File: src/rtl/bbr_pkg.sv
package bbr_pkg;

   // Two-phase sequencer for alias writes: the fetch happens while idle,
   // the write-back happens in the store state.
   typedef enum logic {
      SEQ_IDLE  = 1'b0,
      SEQ_STORE = 1'b1
   } seq_state_e;

   // Routing choice of the front end in one cycle.
   typedef enum logic [1:0] {
      ROUTE_PASS  = 2'd0,
      ROUTE_ARD   = 2'd1,
      ROUTE_FETCH = 2'd2,
      ROUTE_STORE = 2'd3
   } route_e;

   function automatic int unsigned log2_exact(input longint unsigned v);
      int unsigned n;
      n = 0;
      while ((longint'(1) << n) < v) n++;
      return n;
   endfunction

endpackage

File: src/rtl/bbr_decode.sv
module bbr_decode #(
   parameter int unsigned ADDR_W = 32,
   parameter int unsigned DATA_W = 32,
   parameter logic [ADDR_W-1:0] ALIAS_BASE = ADDR_W'(32'h2200_0000),
   parameter logic [ADDR_W-1:0] BB_BASE    = ADDR_W'(32'h2000_0000),
   parameter longint unsigned   BB_BYTES   = 64'h10_0000
) (
   input  logic [ADDR_W-1:0]         addr,
   output logic                      hit,
   output logic [ADDR_W-1:0]         target,
   output logic [$clog2(DATA_W)-1:0] bit_idx
);
   localparam int unsigned BYTE_SH = $clog2(DATA_W / 8);
   localparam int unsigned BIT_W   = $clog2(DATA_W);
   localparam int unsigned WORD_SH = BYTE_SH + BIT_W;
   localparam longint unsigned ALIAS_SPAN = BB_BYTES * longint'(DATA_W);

   logic [ADDR_W-1:0] offset;
   logic              above_base;
   logic              inside_span;

   always_comb begin
      offset      = addr - ALIAS_BASE;
      above_base  = (addr >= ALIAS_BASE);
      inside_span = (64'(offset) < ALIAS_SPAN);
      hit         = above_base && inside_span;
      target      = BB_BASE + ((offset >> WORD_SH) << BYTE_SH);
      bit_idx     = offset[BYTE_SH +: BIT_W];
   end

endmodule

File: src/rtl/bbr_bitops.sv
module bbr_bitops #(
   parameter int unsigned DATA_W = 32
) (
   input  logic [DATA_W-1:0]         word,
   input  logic [$clog2(DATA_W)-1:0] bit_idx,
   input  logic                      val,
   output logic [DATA_W-1:0]         merged,
   output logic                      picked
);
   localparam int unsigned BIT_W = $clog2(DATA_W);

   // One replace-mux per bit lane; only the selected lane takes val.
   for (genvar i = 0; i < DATA_W; i++) begin : g_lane
      assign merged[i] = (bit_idx == BIT_W'(i)) ? val : word[i];
   end

   assign picked = word[bit_idx];

endmodule

File: src/rtl/bbr_rmw_seq.sv
module bbr_rmw_seq
   import bbr_pkg::*;
#(
   parameter int unsigned ADDR_W = 32,
   parameter int unsigned DATA_W = 32
) (
   input  logic              clk,
   input  logic              rst_n,
   input  logic              start,
   input  logic [ADDR_W-1:0] target_in,
   input  logic [DATA_W-1:0] merged_in,
   output logic              busy,
   output logic [ADDR_W-1:0] hold_addr,
   output logic [DATA_W-1:0] hold_word
);
   seq_state_e state_q, state_d;

   always_comb begin
      state_d = state_q;
      unique case (state_q)
         SEQ_IDLE:  if (start) state_d = SEQ_STORE;
         SEQ_STORE: state_d = SEQ_IDLE;
         default:   state_d = SEQ_IDLE;
      endcase
   end

   always_ff @(posedge clk or negedge rst_n) begin
      if (!rst_n) begin
         state_q   <= SEQ_IDLE;
         hold_addr <= '0;
         hold_word <= '0;
      end else begin
         state_q <= state_d;
         if (start && state_q == SEQ_IDLE) begin
            hold_addr <= target_in;
            hold_word <= merged_in;
         end
      end
   end

   assign busy = (state_q == SEQ_STORE);

   AST_STORE_IS_SHORT: assert property (@(posedge clk) disable iff (!rst_n)
      busy |=> !busy) else $error("store phase lasted more than one cycle");

endmodule

File: src/rtl/bitband_remap.sv
module bitband_remap
   import bbr_pkg::*;
#(
   parameter int unsigned ADDR_W = 32,
   parameter int unsigned DATA_W = 32,
   parameter logic [ADDR_W-1:0] ALIAS_BASE = ADDR_W'(32'h2200_0000),
   parameter logic [ADDR_W-1:0] BB_BASE    = ADDR_W'(32'h2000_0000),
   parameter longint unsigned   BB_BYTES   = 64'h10_0000,
   parameter bit                LOCK_ALIAS_READ = 1'b0
) (
   input  logic              clk,
   input  logic              rst_n,
   input  logic              m_req,
   input  logic              m_we,
   input  logic [ADDR_W-1:0] m_addr,
   input  logic [DATA_W-1:0] m_wdata,
   output logic [DATA_W-1:0] m_rdata,
   output logic              m_ready,
   output logic              s_req,
   output logic              s_we,
   output logic [ADDR_W-1:0] s_addr,
   output logic [DATA_W-1:0] s_wdata,
   input  logic [DATA_W-1:0] s_rdata,
   output logic              s_lock
);
   localparam int unsigned BIT_W = $clog2(DATA_W);
   localparam longint unsigned ALIAS_SPAN = BB_BYTES * longint'(DATA_W);

   // Elaboration-time parameter checks
   if (DATA_W < 8 || (DATA_W & (DATA_W - 1)) != 0) begin : g_bad_data_w
      $error("DATA_W must be a power of two of at least 8");
   end
   if (BB_BYTES == 0 || (BB_BYTES & (BB_BYTES - 1)) != 0) begin : g_bad_bb_bytes
      $error("BB_BYTES must be a non-zero power of two");
   end
   if (64'(ALIAS_BASE) + ALIAS_SPAN > (longint'(1) << ADDR_W)) begin : g_bad_span
      $error("alias window exceeds the address space");
   end
   if (log2_exact(BB_BYTES) + BIT_W > ADDR_W) begin : g_bad_addr_w
      $error("ADDR_W too narrow for the alias window");
   end

   logic              alias_hit;
   logic [ADDR_W-1:0] tgt_addr;
   logic [BIT_W-1:0]  tgt_bit;
   logic [DATA_W-1:0] merged_word;
   logic              picked_bit;
   logic              busy;
   logic [ADDR_W-1:0] hold_addr;
   logic [DATA_W-1:0] hold_word;
   logic              start_rmw;
   logic              rd_lock;
   route_e            route;

   bbr_decode #(
      .ADDR_W     (ADDR_W),
      .DATA_W     (DATA_W),
      .ALIAS_BASE (ALIAS_BASE),
      .BB_BASE    (BB_BASE),
      .BB_BYTES   (BB_BYTES)
   ) decode_i (
      .addr    (m_addr),
      .hit     (alias_hit),
      .target  (tgt_addr),
      .bit_idx (tgt_bit)
   );

   bbr_bitops #(
      .DATA_W (DATA_W)
   ) bitops_i (
      .word    (s_rdata),
      .bit_idx (tgt_bit),
      .val     (m_wdata[0]),
      .merged  (merged_word),
      .picked  (picked_bit)
   );

   bbr_rmw_seq #(
      .ADDR_W (ADDR_W),
      .DATA_W (DATA_W)
   ) seq_i (
      .clk       (clk),
      .rst_n     (rst_n),
      .start     (start_rmw),
      .target_in (tgt_addr),
      .merged_in (merged_word),
      .busy      (busy),
      .hold_addr (hold_addr),
      .hold_word (hold_word)
   );

   // Variant: alias reads may also raise the lock for their single cycle.
   if (LOCK_ALIAS_READ) begin : g_read_locked
      assign rd_lock = 1'b1;
   end else begin : g_read_open
      assign rd_lock = 1'b0;
   end

   always_comb begin
      if (busy)                       route = ROUTE_STORE;
      else if (m_req && alias_hit)    route = m_we ? ROUTE_FETCH : ROUTE_ARD;
      else                            route = ROUTE_PASS;
   end

   assign start_rmw = (route == ROUTE_FETCH);

   always_comb begin
      s_req   = m_req;
      s_we    = m_we;
      s_addr  = m_addr;
      s_wdata = m_wdata;
      s_lock  = 1'b0;
      m_ready = 1'b1;
      m_rdata = s_rdata;
      unique case (route)
         ROUTE_STORE: begin
            s_req   = 1'b1;
            s_we    = 1'b1;
            s_addr  = hold_addr;
            s_wdata = hold_word;
            s_lock  = 1'b1;
            m_rdata = '0;
         end
         ROUTE_FETCH: begin
            s_req   = 1'b1;
            s_we    = 1'b0;
            s_addr  = tgt_addr;
            s_wdata = '0;
            s_lock  = 1'b1;
            m_ready = 1'b0;
            m_rdata = '0;
         end
         ROUTE_ARD: begin
            s_req   = 1'b1;
            s_we    = 1'b0;
            s_addr  = tgt_addr;
            s_wdata = '0;
            s_lock  = rd_lock;
            m_rdata = {{(DATA_W-1){1'b0}}, picked_bit};
         end
         default: begin
         end
      endcase
   end

   // Assertions beside the routing they guard
   AST_STALL_ONE_CYCLE: assert property (@(posedge clk) disable iff (!rst_n)
      (m_req && !m_ready) |=> m_ready) else $error("stall longer than one cycle");

   AST_FETCH_LOCKED: assert property (@(posedge clk) disable iff (!rst_n)
      (m_req && !m_ready) |-> (s_req && !s_we && s_lock)) else $error("fetch not locked");

   AST_STORE_LOCKED: assert property (@(posedge clk) disable iff (!rst_n)
      (m_req && !m_ready) |=> (s_req && s_we && s_lock && $stable(s_addr)))
      else $error("write-back not locked or moved");

   AST_ONE_BIT_CHANGE: assert property (@(posedge clk) disable iff (!rst_n)
      (s_req && s_we && s_lock) |-> ($countones(s_wdata ^ $past(s_rdata)) <= 1))
      else $error("write-back changed more than one bit");

   AST_ALIAS_READ_FORMAT: assert property (@(posedge clk) disable iff (!rst_n)
      (m_req && !m_we && alias_hit && !busy) |-> (m_rdata[DATA_W-1:1] == '0))
      else $error("alias read upper bits not zero");

   AST_PASS_UNLOCKED: assert property (@(posedge clk) disable iff (!rst_n)
      (m_req && !alias_hit && !busy) |-> (!s_lock && m_ready && s_addr == m_addr))
      else $error("pass-through access altered");

   AST_IDLE_QUIET: assert property (@(posedge clk) disable iff (!rst_n)
      (!m_req && !busy) |-> (!s_req && !s_lock && m_ready))
      else $error("idle bus not quiet");

endmodule

File: config.mk
export PLATFORM = sky130hd
export DESIGN_NAME = bitband_remap
export DESIGN_NICKNAME = d
export VERILOG_FILES = /design/src/rtl/bbr_pkg.sv /design/src/rtl/bbr_decode.sv /design/src/rtl/bbr_bitops.sv /design/src/rtl/bbr_rmw_seq.sv /design/src/rtl/bitband_remap.sv
export SDC_FILE = /design/constraint.sdc
export NUM_CORES = 1
export LEC_CHECK = 0
export BUFFER_PORTS_ARGS = -buffer_cell sky130_fd_sc_hd__buf_2
export CAP_MARGIN = 20
export CORE_MARGIN = 2
export CORE_UTILIZATION = 43
export DETAILED_ROUTE_END_ITERATION = 7
export PLACE_DENSITY = 0.78
export SLEW_MARGIN = 10
export SYNTH_ARGS = -nofsm -noshare
export SYNTH_HDL_FRONTEND = slang
export SYNTH_SLANG_ARGS = --single-unit
File: constraint.sdc
create_clock -name clk -period 2.76 [get_ports clk]
set_clock_uncertainty 0.2 [all_clocks]
set_input_delay 0 -clock clk [delete_from_list [all_inputs] [get_ports clk]]
set_output_delay 0 -clock clk [all_outputs]
set_load 0.1 [all_outputs]
==> flow_summary.json, run 1 <==
{
  "outcome": "finished, violations left",
  "violated_checks": "negative setup slack",
  "placed_cells_incl_taps": 855,
  "hold_path_class": "in -> async",
  "setup_viol": 54,
  "cts.path.max_buffers": 2,
  "period_share_pct": 103,
  "crit_fanout": 4,
  "design_power_total_mw": 7.42,
  "synth.lib_cells_used.distinct": 40,
  "post_synth_main_area_contributors": "sky130_fd_sc_hd__dfrtp_1 (34%), sky130_fd_sc_hd__nand2_1 (11%), sky130_fd_sc_hd__mux2i_1 (9.7%)",
  "post-synth-top-count-cell": "sky130_fd_sc_hd__nand2_1",
  "synthArstFlopShare_pct": 100,
  "synthCells": 536,
  "grt-ovfl-total": 0,
  "fin_crit_ns": 2.85,
  "clkTransAtPathRegs_ns": 0.07,
  "synth_nets": 639,
  "placed_area_um2": 7680,
  "postLayoutCoreUtil_pct": 90.3,
  "fmaxAchievable_mhz": 351,
  "wl_um": 22600,
  "yosys_warnings": 0,
  "post_synth_top_area_share_pct": 34.2,
  "antenna_found_initial": 0,
  "vias_in_the_first_global_route": 6129,
  "worstSetupEndpointType": "primary output",
  "grt_first_pass_wirelength_um": 33700,
  "cp_data_required_time_ns": 2.56,
  "post-route-cell-area_um2": 8820,
  "groute.usage.overall_pct": 39.7,
  "post-synth-top-area-cell": "sky130_fd_sc_hd__dfrtp_1",
  "synth.cell_area_um2": 4310,
  "initial_core_util_pct": 44.1,
  "place.port_buffers": 199,
  "power.ir.vdd_worst_uv": 693,
  "slew_headroom_pct": 54.5,
  "route.vias.total": 5917,
  "p_leak_nw": 4.07,
  "num_antenna_cells": 0,
  "power_density_nw_per_um2": 841,
  "post-route-worst-setup-slack_ns": -0.0930,
  "hold_violation_count_in_the_final_report": 0,
  "rsz_0062_raised_after_global_routing": "yes",
  "synth_flop_cell": "sky130_fd_sc_hd__dfrtp_1",
  "clock_tree_from_tritoncts": "yes",
  "clock_tree.htree_level_count": 3,
  "synth_edf_count": 0,
  "numCtsBuffers": 9,
  "syn-mean-instance-area_um2": 8.05,
  "post-dp-hpwl_um": 12300,
  "core_outline_area_um2": 9770,
  "remaining_drc_errors": 0,
  "num_rows": 36,
  "vias_per_cell": 6.27,
  "die_area_um2": 10900,
  "synth.top_cells.by_count": "sky130_fd_sc_hd__nand2_1 (126), sky130_fd_sc_hd__o21ai_0 (62), sky130_fd_sc_hd__dfrtp_1 (59)",
  "worst_skew_pair.late_latency_ns": 0.34,
  "ant_nets": 0,
  "clock_tree.root_cell": "sky130_fd_sc_hd__clkbuf_8",
  "timing.final.max_slew_violations": 0,
  "cp.arrival_ns": 2.65,
  "ys_seq_elements": 59,
  "chipHeight_um": 104,
  "cts.sink_count": 59,
  "layout.cells.non_filler": 943,
  "first_pass_iters": 6,
  "timing_worst_slew_pin_value_ns": 0.683,
  "route.detailed.wl_per_inst_um": 24.0,
  "drtIter0Drc": 570,
  "die-width_um": 104,
  "nNetsFinal": 909,
  "drive_above_1_share_pct": 48.0,
  "setup.worst_path.start_class": "input pin",
  "hold_slack_ns": 0.0340,
  "criticalPathCategory": "in -> out",
  "maxCapViolations": 0,
  "syn_to_final_growth_pct": 105,
  "top_level_ports": 200,
  "synth-seq-area-share_pct": 34.2,
  "gp_routability_congestion": 0.909,
  "pin_count_of_the_biggest_net_entering_global_routing": 65
}
==> routing by layer <==
metal	track usage, %	share of wire (%)	up-vias	routed length (um)
met5	0	0	-	0
met4	22.3	7.1	0	1600
met3	8.90	8.7	147	1970
met2	68.7	51	489	11500
met1	45.1	34	2874	7590
li1	-	-	2407	-
==> kinds of logic (layout without fill, tap and decap cells) <==
kind of cell / Yosys count / in the layout / synth area share, %
AND/OR/NAND/NOR: 224 / 224 / 25.7
adder cells (fa/ha/maj): 3 / 3 / 0.870
AO/OA/AOI/OAI: 142 / 142 / 21.8
buffers and inverters: 59 / 333 / 5.92
multiplexers: 44 / 44 / 10.3
XOR/XNOR: 5 / 5 / 1.19
flip-flops: 59 / 59 / 34.2
==> power by group <==
part           switching, mW  total, mW  internal [mW]
sequential             0.307       1.54           1.23
combinational           3.25       5.12           1.88
clock                  0.361      0.753          0.392
total                   3.92       7.42           3.50
==> sequential cells by signal, indices dropped and copies added, names as in the netlist <==
register,flops
seq_i.hold_word,32
seq_i.hold_addr,26
seq_i.busy,1
==> cell type report <==
cell class / count / area (um2)
Fill cell: 383 / 951
Clock buffer: 13 / 169
Tap cell: 133 / 166
Sequential cell: 59 / 1480
Timing Repair Buffer: 307 / 3600
Clock inverter: 2 / 10.0
Multi-Input combinational cell: 418 / 3340
Inverter: 11 / 60.1
==> cell usage in the layout (no fill, tap or decap), types with 3 or more instances in the layout <==
cell type	netlist	routed
sky130_fd_sc_hd__nor2_1	20	16
sky130_fd_sc_hd__a22oi_2	0	10
sky130_fd_sc_hd__a21oi_4	0	7
sky130_fd_sc_hd__a22o_4	0	31
sky130_fd_sc_hd__buf_6	4	10
sky130_fd_sc_hd__inv_1	10	7
sky130_fd_sc_hd__nor3_1	6	6
sky130_fd_sc_hd__ha_4	0	3
sky130_fd_sc_hd__o21ai_0	62	43
sky130_fd_sc_hd__buf_2	3	99
sky130_fd_sc_hd__nor2b_1	10	9
sky130_fd_sc_hd__dlygate4sd3_1	0	58
sky130_fd_sc_hd__nand3_1	8	8
sky130_fd_sc_hd__buf_4	0	31
sky130_fd_sc_hd__and2_4	20	25
sky130_fd_sc_hd__a22oi_1	18	8
sky130_fd_sc_hd__a211oi_1	9	7
sky130_fd_sc_hd__nand2_2	0	4
sky130_fd_sc_hd__nor2_2	0	4
sky130_fd_sc_hd__nor3b_1	3	3
sky130_fd_sc_hd__buf_8	0	4
sky130_fd_sc_hd__xnor2_1	4	3
sky130_fd_sc_hd__o21ai_4	0	19
sky130_fd_sc_hd__nand3b_1	3	3
sky130_fd_sc_hd__buf_12	0	102
sky130_fd_sc_hd__mux2i_1	42	42
sky130_fd_sc_hd__clkbuf_8	0	12
sky130_fd_sc_hd__a2111oi_0	4	4
sky130_fd_sc_hd__and2_1	17	11
sky130_fd_sc_hd__nand2_1	126	122
sky130_fd_sc_hd__dfrtp_1	59	59
==> worst paths after layout <==
| check | cells past startpoint | start | slack, ns | endpoint |
|---|---|---|---|---|
| max | 15 | m_addr[25] | -0.09 | s_addr[26] |
| max in group asynchronous | 3 | rst_n | 1.42 | seq_i.hold_addr[14] |
| min | 2 | rst_n | 0.03 | seq_i.hold_word[23] |
| min reg2reg | 1 | seq_i.hold_addr[29] | 0.28 | seq_i.hold_addr[29] |
| min in group clk | 4 | m_addr[4] | 0.05 | seq_i.hold_word[14] |
| max reg2reg | 4 | seq_i.busy | 0.39 | seq_i.hold_word[1] |
==> critical path, cell delays in order <==
cell	delay [ns]
sky130_fd_sc_hd__buf_8	0.10
sky130_fd_sc_hd__clkinvlp_4	0.07
sky130_fd_sc_hd__ha_4	0.12
sky130_fd_sc_hd__or3b_4	0.41
sky130_fd_sc_hd__xnor2_2	0.20
sky130_fd_sc_hd__nor4b_4	0.21
sky130_fd_sc_hd__and3_4	0.26
sky130_fd_sc_hd__a21oi_4	0.09
sky130_fd_sc_hd__ha_4	0.36
sky130_fd_sc_hd__buf_6	0.13
sky130_fd_sc_hd__nor2_2	0.04
sky130_fd_sc_hd__a211oi_1	0.25
sky130_fd_sc_hd__buf_4	0.18
sky130_fd_sc_hd__a21oi_4	0.04
sky130_fd_sc_hd__buf_12	0.16
==> repair_timing <==
item | CTS | global route
hold buffers | 58 | 0
resized for setup | 34 | 26
setup buffers | 12 | 4
endpoints found under the hold margin | 82 | 0
pin swaps | 14 | 11
cloned | 4 | 3
setup endpoints to repair | 59 | 65
==> metrics by stage <==
| stage | setup slack, ns | setup TNS [ns] |
|---|---|---|
| floorplan | -0.125 | -1.25 |
| global placement | -0.0665 | -0.598 |
| detailed placement | -0.173 | -6.25 |
| CTS | -0.0769 | -1.14 |
| global route | -0.147 | -5.11 |
| finish | -0.0930 | -2.30 |
Power figures use the tool's default switching activity.
==> run 2: changes to the inputs <==
ABC_CLOCK_PERIOD_IN_PS = 2760   (was not set)
PLACE_DENSITY = 0.85   (was 0.78)
==> flow_summary.json, run 2 (same netlist as run 1, synthesis figures left out) <==
{
  "cp.arrival_ns": 3.00,
  "route.vias.total": 6508,
  "post-dp-hpwl_um": 13100,
  "initial_core_util_pct": 44.1,
  "crit_fanout": 6,
  "criticalPathCategory": "in -> out",
  "groute.usage.overall_pct": 42.0,
  "syn_to_final_growth_pct": 107,
  "timing.critical_path.cells": "buf_8 > clkinvlp_4 > ha_4 > or3b_4 > xnor2_2 > nor4b_4 > and3_4 > a21o_1 > buf_6 > ha_4 > clkinv_8 > a221oi_2 > buf_4 > a21oi_4 > buf_12",
  "p_leak_nw": 4.11,
  "worst_skew_pair.late_latency_ns": 0.33,
  "clock_tree.htree_level_count": 3,
  "die-width_um": 104,
  "route.detailed.wl_per_inst_um": 28.9,
  "design_power_total_mw": 7.81,
  "dr_wl_met2_um": 12600,
  "clock_tree_from_tritoncts": "yes",
  "timing.critical_path.buf_inv": 6,
  "fmaxAchievable_mhz": 313,
  "cpMaxStageDelayCell": "sky130_fd_sc_hd__or3b_4",
  "clkTransAtPathRegs_ns": 0.08,
  "timing_worst_slew_pin_value_ns": 0.903,
  "top_layer_used": "met4",
  "setup_viol": 121,
  "top_level_ports": 200,
  "power.ir.vdd_worst_uv": 700,
  "postLayoutCoreUtil_pct": 91.5,
  "remaining_drc_errors": 7,
  "rsz_0062_raised_after_global_routing": "yes",
  "gp_routability_congestion": 0.912,
  "numCtsBuffers": 9,
  "layout.cells.non_filler": 951,
  "cts.path.max_buffers": 2,
  "largest_reg_flops": 32,
  "core_outline_area_um2": 9770,
  "vias_per_cell": 6.84,
  "hold_path_class": "in -> reg",
  "first_pass_iters": 8,
  "slew_headroom_pct": 39.3,
  "nNetsFinal": 915,
  "die_area_um2": 10900,
  "power_density_nw_per_um2": 874,
  "num-fill-cells": 322,
  "largest_register": "seq_i.hold_word",
  "hold_violation_count_in_the_final_report": 0,
  "cp_data_required_time_ns": 2.56,
  "setup_tns_ns": -26.62,
  "num_rows": 36,
  "clock_tree.root_cell": "sky130_fd_sc_hd__clkbuf_8",
  "post-route-cell-area_um2": 8940,
  "worstSetupEndpointType": "primary output",
  "cpLargestDelayFamily": "simple AND/OR/NAND/NOR gates",
  "pin_count_of_the_biggest_net_entering_global_routing": 65,
  "fin_crit_ns": 3.20,
  "chipHeight_um": 104,
  "critical-path-max-stage-delay_ns": 0.42,
  "drtIter0Drc": 938,
  "antenna_found_initial": 1,
  "hold_slack_ns": 0.0839,
  "grt-ovfl-total": 0,
  "place.port_buffers": 199,
  "outcome": "finished, violations left",
  "most_frequent_standard_cell_in_the_layout_excluding_fill_and_tap_cells": "sky130_fd_sc_hd__nand2_1",
  "wl_met1_um": 8320,
  "vias_in_the_first_global_route": 6254,
  "placed_cells_incl_taps": 856,
  "ant_nets": 0,
  "violated_checks": "design-rule violations, negative setup slack",
  "highest_count_cells_in_the_layout_ignoring_fill_and_taps": "sky130_fd_sc_hd__nand2_1 (123), sky130_fd_sc_hd__buf_2 (103), sky130_fd_sc_hd__buf_12 (98)",
  "drive_above_1_share_pct": 49.3,
  "placed_area_um2": 7590,
  "preCtsSetupSlack_ns": -0.236,
  "setup.worst_path.start_class": "input pin",
  "timing.final.max_slew_violations": 0,
  "post-route-worst-setup-slack_ns": -0.437,
  "critPathMostFrequentCell": "sky130_fd_sc_hd__ha_4",
  "met3_wirelength_um": 3260,
  "wl_um": 27400,
  "period_share_pct": 116,
  "grt_first_pass_wirelength_um": 35500,
  "cts.sink_count": 59,
  "maxCapViolations": 0
}
[run 2: cell count changes in the layout (fill, tap and decap cells not counted), sizes merged]
cell	change
bufinv	+2
buf	+5
dlygate4sd3	-2
diode	+1
clkinv	+1
clkinvlp	+1
[run 2: path summary, 6_finish.rpt]
| path | start | to | slack, ns | cells past startpoint |
|---|---|---|---|---|
| setup / recovery | m_addr[25] | s_addr[4] | -0.44 | 15 |
| max in group asynchronous | rst_n | seq_i.hold_addr[2] | 1.28 | 3 |
| hold reg to reg | seq_i.hold_addr[11] | seq_i.hold_addr[11] | 0.32 | 2 |
| min in group asynchronous | rst_n | seq_i.hold_word[2] | 0.11 | 2 |
| setup reg to reg | seq_i.busy | seq_i.hold_word[2] | 0.23 | 5 |
| hold / removal | m_addr[27] | seq_i.hold_addr[22] | 0.08 | 4 |
[run 2: what timing repair did]
action | CTS | global route
setup endpoints to repair | 50 | 91
buffers inserted | 18 | 7
pin swaps | 19 | 32
hold buffers | 56 | 0
gates cloned | 3 | 3
resized for setup | 37 | 56
hold endpoints to repair | 85 | 0
[run 2: worst reg2reg max path, cell delays in order (launching register included)]
cell and delay (ns):
sky130_fd_sc_hd__dfrtp_1 0.53, sky130_fd_sc_hd__buf_4 0.56, sky130_fd_sc_hd__nand2b_2 0.35, sky130_fd_sc_hd__clkbuf_8 0.41, sky130_fd_sc_hd__nand2_1 0.20, sky130_fd_sc_hd__o21ai_0 0.17
[run 2: cell type report]
| cell class | count | area (um2) | area share (%) |
|---|---|---|---|
| clock buffer | 11 | 131 | 1.47 |
| clock inverter | 5 | 77.6 | 0.867 |
| timing repair buffer | 312 | 3620 | 40.5 |
| antenna | 1 | 2.50 | 0.0280 |
| timing repair inverter | 1 | 8.76 | 0.0979 |
| multi-input combinational | 418 | 3400 | 38.0 |
| sequential | 59 | 1480 | 16.5 |
| tap | 133 | 166 | 1.86 |
| inverter | 11 | 60.1 | 0.672 |
[run 2: power breakdown]
group | leakage [nW] | internal (mW) | switching (mW) | total (mW)
sequential | 0.751 | 1.23 | 0.374 | 1.61
combinational | 3.25 | 1.89 | 3.42 | 5.30
clock | 0.103 | 0.507 | 0.397 | 0.905
[run 2: layer usage]
layer | track usage, % | vias up
li1 | - | 2425
met3 | 9.02 | 315
met2 | 73.5 | 778
met4 | 25.2 | 0
met5 | 0 | -
met1 | 46.8 | 2990
==> run 3: changes to the inputs <==
--- a/constraint.sdc
+++ b/constraint.sdc
@@ -3,3 +3,3 @@
 set_input_delay 0 -clock clk [delete_from_list [all_inputs] [get_ports clk]]
 set_output_delay 0 -clock clk [all_outputs]
-set_load 0.1 [all_outputs]
+set_load 0.05 [all_outputs]
==> flow_summary.json, run 3 (same netlist as run 1, synthesis figures left out) <==
{
  "setup_viol": 0,
  "largest_register": "seq_i.hold_word",
  "worst_skew_pair.late_latency_ns": 0.34,
  "postLayoutCoreUtil_pct": 76.6,
  "criticalPathCategory": "in -> out",
  "hold_violation_count_in_the_final_report": 0,
  "worstSetupEndpointType": "primary output",
  "post-route-worst-setup-slack_ns": 0.0440,
  "drtIter0Drc": 293,
  "ant_nets": 0,
  "layout.cells.non_filler": 935,
  "pin_count_of_the_biggest_net_entering_global_routing": 75,
  "r2r_slack_ns": 0.88,
  "sequential_cell_area_um2": 1480,
  "grt_first_pass_wirelength_um": 27100,
  "cp.arrival_ns": 2.52,
  "fmaxAchievable_mhz": 368,
  "top_level_ports": 200,
  "die_area_um2": 10900,
  "groute.usage.overall_pct": 31.1,
  "timing_worst_slew_pin_value_ns": 0.803,
  "post-dp-hpwl_um": 10800,
  "cts.path.max_buffers": 2,
  "wl_um": 18200,
  "route.detailed.wl_per_inst_um": 19.5,
  "most_frequent_standard_cell_in_the_layout_excluding_fill_and_tap_cells": "sky130_fd_sc_hd__buf_2",
  "rsz_0062_raised_after_global_routing": "yes",
  "placed_area_um2": 5950,
  "maxCapViolations": 0,
  "power.ir.vdd_worst_uv": 540,
  "cp_data_required_time_ns": 2.56,
  "fin_crit_ns": 2.72,
  "gp_routability_congestion": 0.915,
  "vias_per_cell": 5.69,
  "setup_tns_ns": 0,
  "clock_tree.root_cell": "sky130_fd_sc_hd__clkbuf_8",
  "post-route-cell-area_um2": 7490,
  "first_pass_iters": 5,
  "preCtsSetupSlack_ns": -0.192,
  "timing.final.max_slew_violations": 0,
  "chipHeight_um": 104,
  "nNetsFinal": 900,
  "slew_headroom_pct": 46.5,
  "cts.sink_count": 59,
  "highest_count_cells_in_the_layout_ignoring_fill_and_taps": "sky130_fd_sc_hd__buf_2 (137), sky130_fd_sc_hd__nand2_1 (126), sky130_fd_sc_hd__dlygate4sd3_1 (59), sky130_fd_sc_hd__dfrtp_1 (59), sky130_fd_sc_hd__buf_6 (45)",
  "numCtsBuffers": 9,
  "hold_path_class": "in -> reg",
  "remaining_drc_errors": 0,
  "multi_input_area_um2": 3130,
  "clkTransAtPathRegs_ns": 0.07,
  "crit_fanout": 8,
  "drive_above_1_share_pct": 46.4,
  "initial_core_util_pct": 44.1,
  "grt-ovfl-total": 0,
  "placed_cells_incl_taps": 852,
  "die-width_um": 104,
  "route.vias.total": 5323,
  "period_share_pct": 98.4,
  "clock_tree_from_tritoncts": "yes",
  "largest_reg_flops": 32,
  "power_density_nw_per_um2": 742,
  "p_leak_nw": 3.57,
  "place.port_buffers": 199,
  "core_outline_area_um2": 9770,
  "antenna_found_initial": 1,
  "num-fill-cells": 643,
  "num_rows": 36,
  "clock_tree.htree_level_count": 3,
  "setup.worst_path.start_class": "input pin",
  "syn_to_final_growth_pct": 73.6,
  "vias_in_the_first_global_route": 5181,
  "outcome": "complete, no violations"
}
run 3: changes by cell type in the layout (fill, tap and decap cells not counted), sizes merged:
cell	change
buf	-18
dlygate4sd3	+3
clkbuf	-2
clkinvlp	-1
dlymetal6s4s	+1
inv	+1
run 3: per-layer routing:
metal	global-route usage, %	vias up	wire, um
li1	-	2393	-
met1	37.8	2527	6990
met2	53.6	338	9040
met3	7.08	65	1510
met4	11.5	0	703
met5	0	-	0
run 3: area by class of cell:
type | instances | area share, %
multi-input cells | 418 | 41.7
repair buffers | 297 | 32.6
flip-flops and latches | 59 | 19.7
well taps | 133 | 2.22
clock buffers | 10 | 1.84
clock inverters | 5 | 1.04
inverters | 11 | 0.718
repair inverters | 1 | 0.0668
diodes | 1 | 0.0334
run 3: path summary, 6_finish.rpt:
path,from,to,cells after the start
setup / recovery,m_addr[26],s_wdata[8],15
hold / removal,m_addr[4],seq_i.hold_word[12],4
setup reg to reg,seq_i.busy,seq_i.hold_addr[4],7
hold reg to reg,seq_i.hold_addr[29],seq_i.hold_addr[29],1
max in group asynchronous,rst_n,seq_i.hold_addr[15],3
min in group asynchronous,rst_n,seq_i.hold_word[21],3
run 3: metrics by stage:
| stage | power [mW] | hold WS [ns] |
|---|---|---|
| floorplan | 3.36 | -0.496 |
| global placement | 4.02 | 0.00171 |
| detailed placement | 4.08 | 0.0133 |
| CTS | 5.34 | 0.0291 |
| global route | 5.81 | 0.0600 |
| finish | 5.56 | 0.0341 |
run 3: critical path, stage by stage:
cell and delay [ns]:
sky130_fd_sc_hd__buf_8 0.10, sky130_fd_sc_hd__inv_6 0.05, sky130_fd_sc_hd__ha_4 0.13, sky130_fd_sc_hd__or3b_4 0.40, sky130_fd_sc_hd__xnor2_2 0.16, sky130_fd_sc_hd__nor4b_4 0.21, sky130_fd_sc_hd__and3_4 0.25, sky130_fd_sc_hd__a21o_1 0.20
sky130_fd_sc_hd__inv_2 0.06, sky130_fd_sc_hd__ha_4 0.20, sky130_fd_sc_hd__nor2b_4 0.13, sky130_fd_sc_hd__buf_12 0.15, sky130_fd_sc_hd__buf_12 0.13, sky130_fd_sc_hd__a22o_1 0.16, sky130_fd_sc_hd__buf_6 0.17
run 3: power by group:
part / leakage (nW) / switching [mW] / total, mW / internal [mW]
Combinational: 2.71 / 1.96 / 3.16 / 1.20
Sequential: 0.751 / 0.270 / 1.50 / 1.23
Clock: 0.108 / 0.372 / 0.897 / 0.525
run 3: timing repair:
item                       CTS  global route
setup endpoints to repair   45            63
buffers inserted             3             2
cloned                       2             2
hold buffers                60             0
hold endpoints to repair   116             0
gates resized for setup    117            49
pin swaps                   15             7
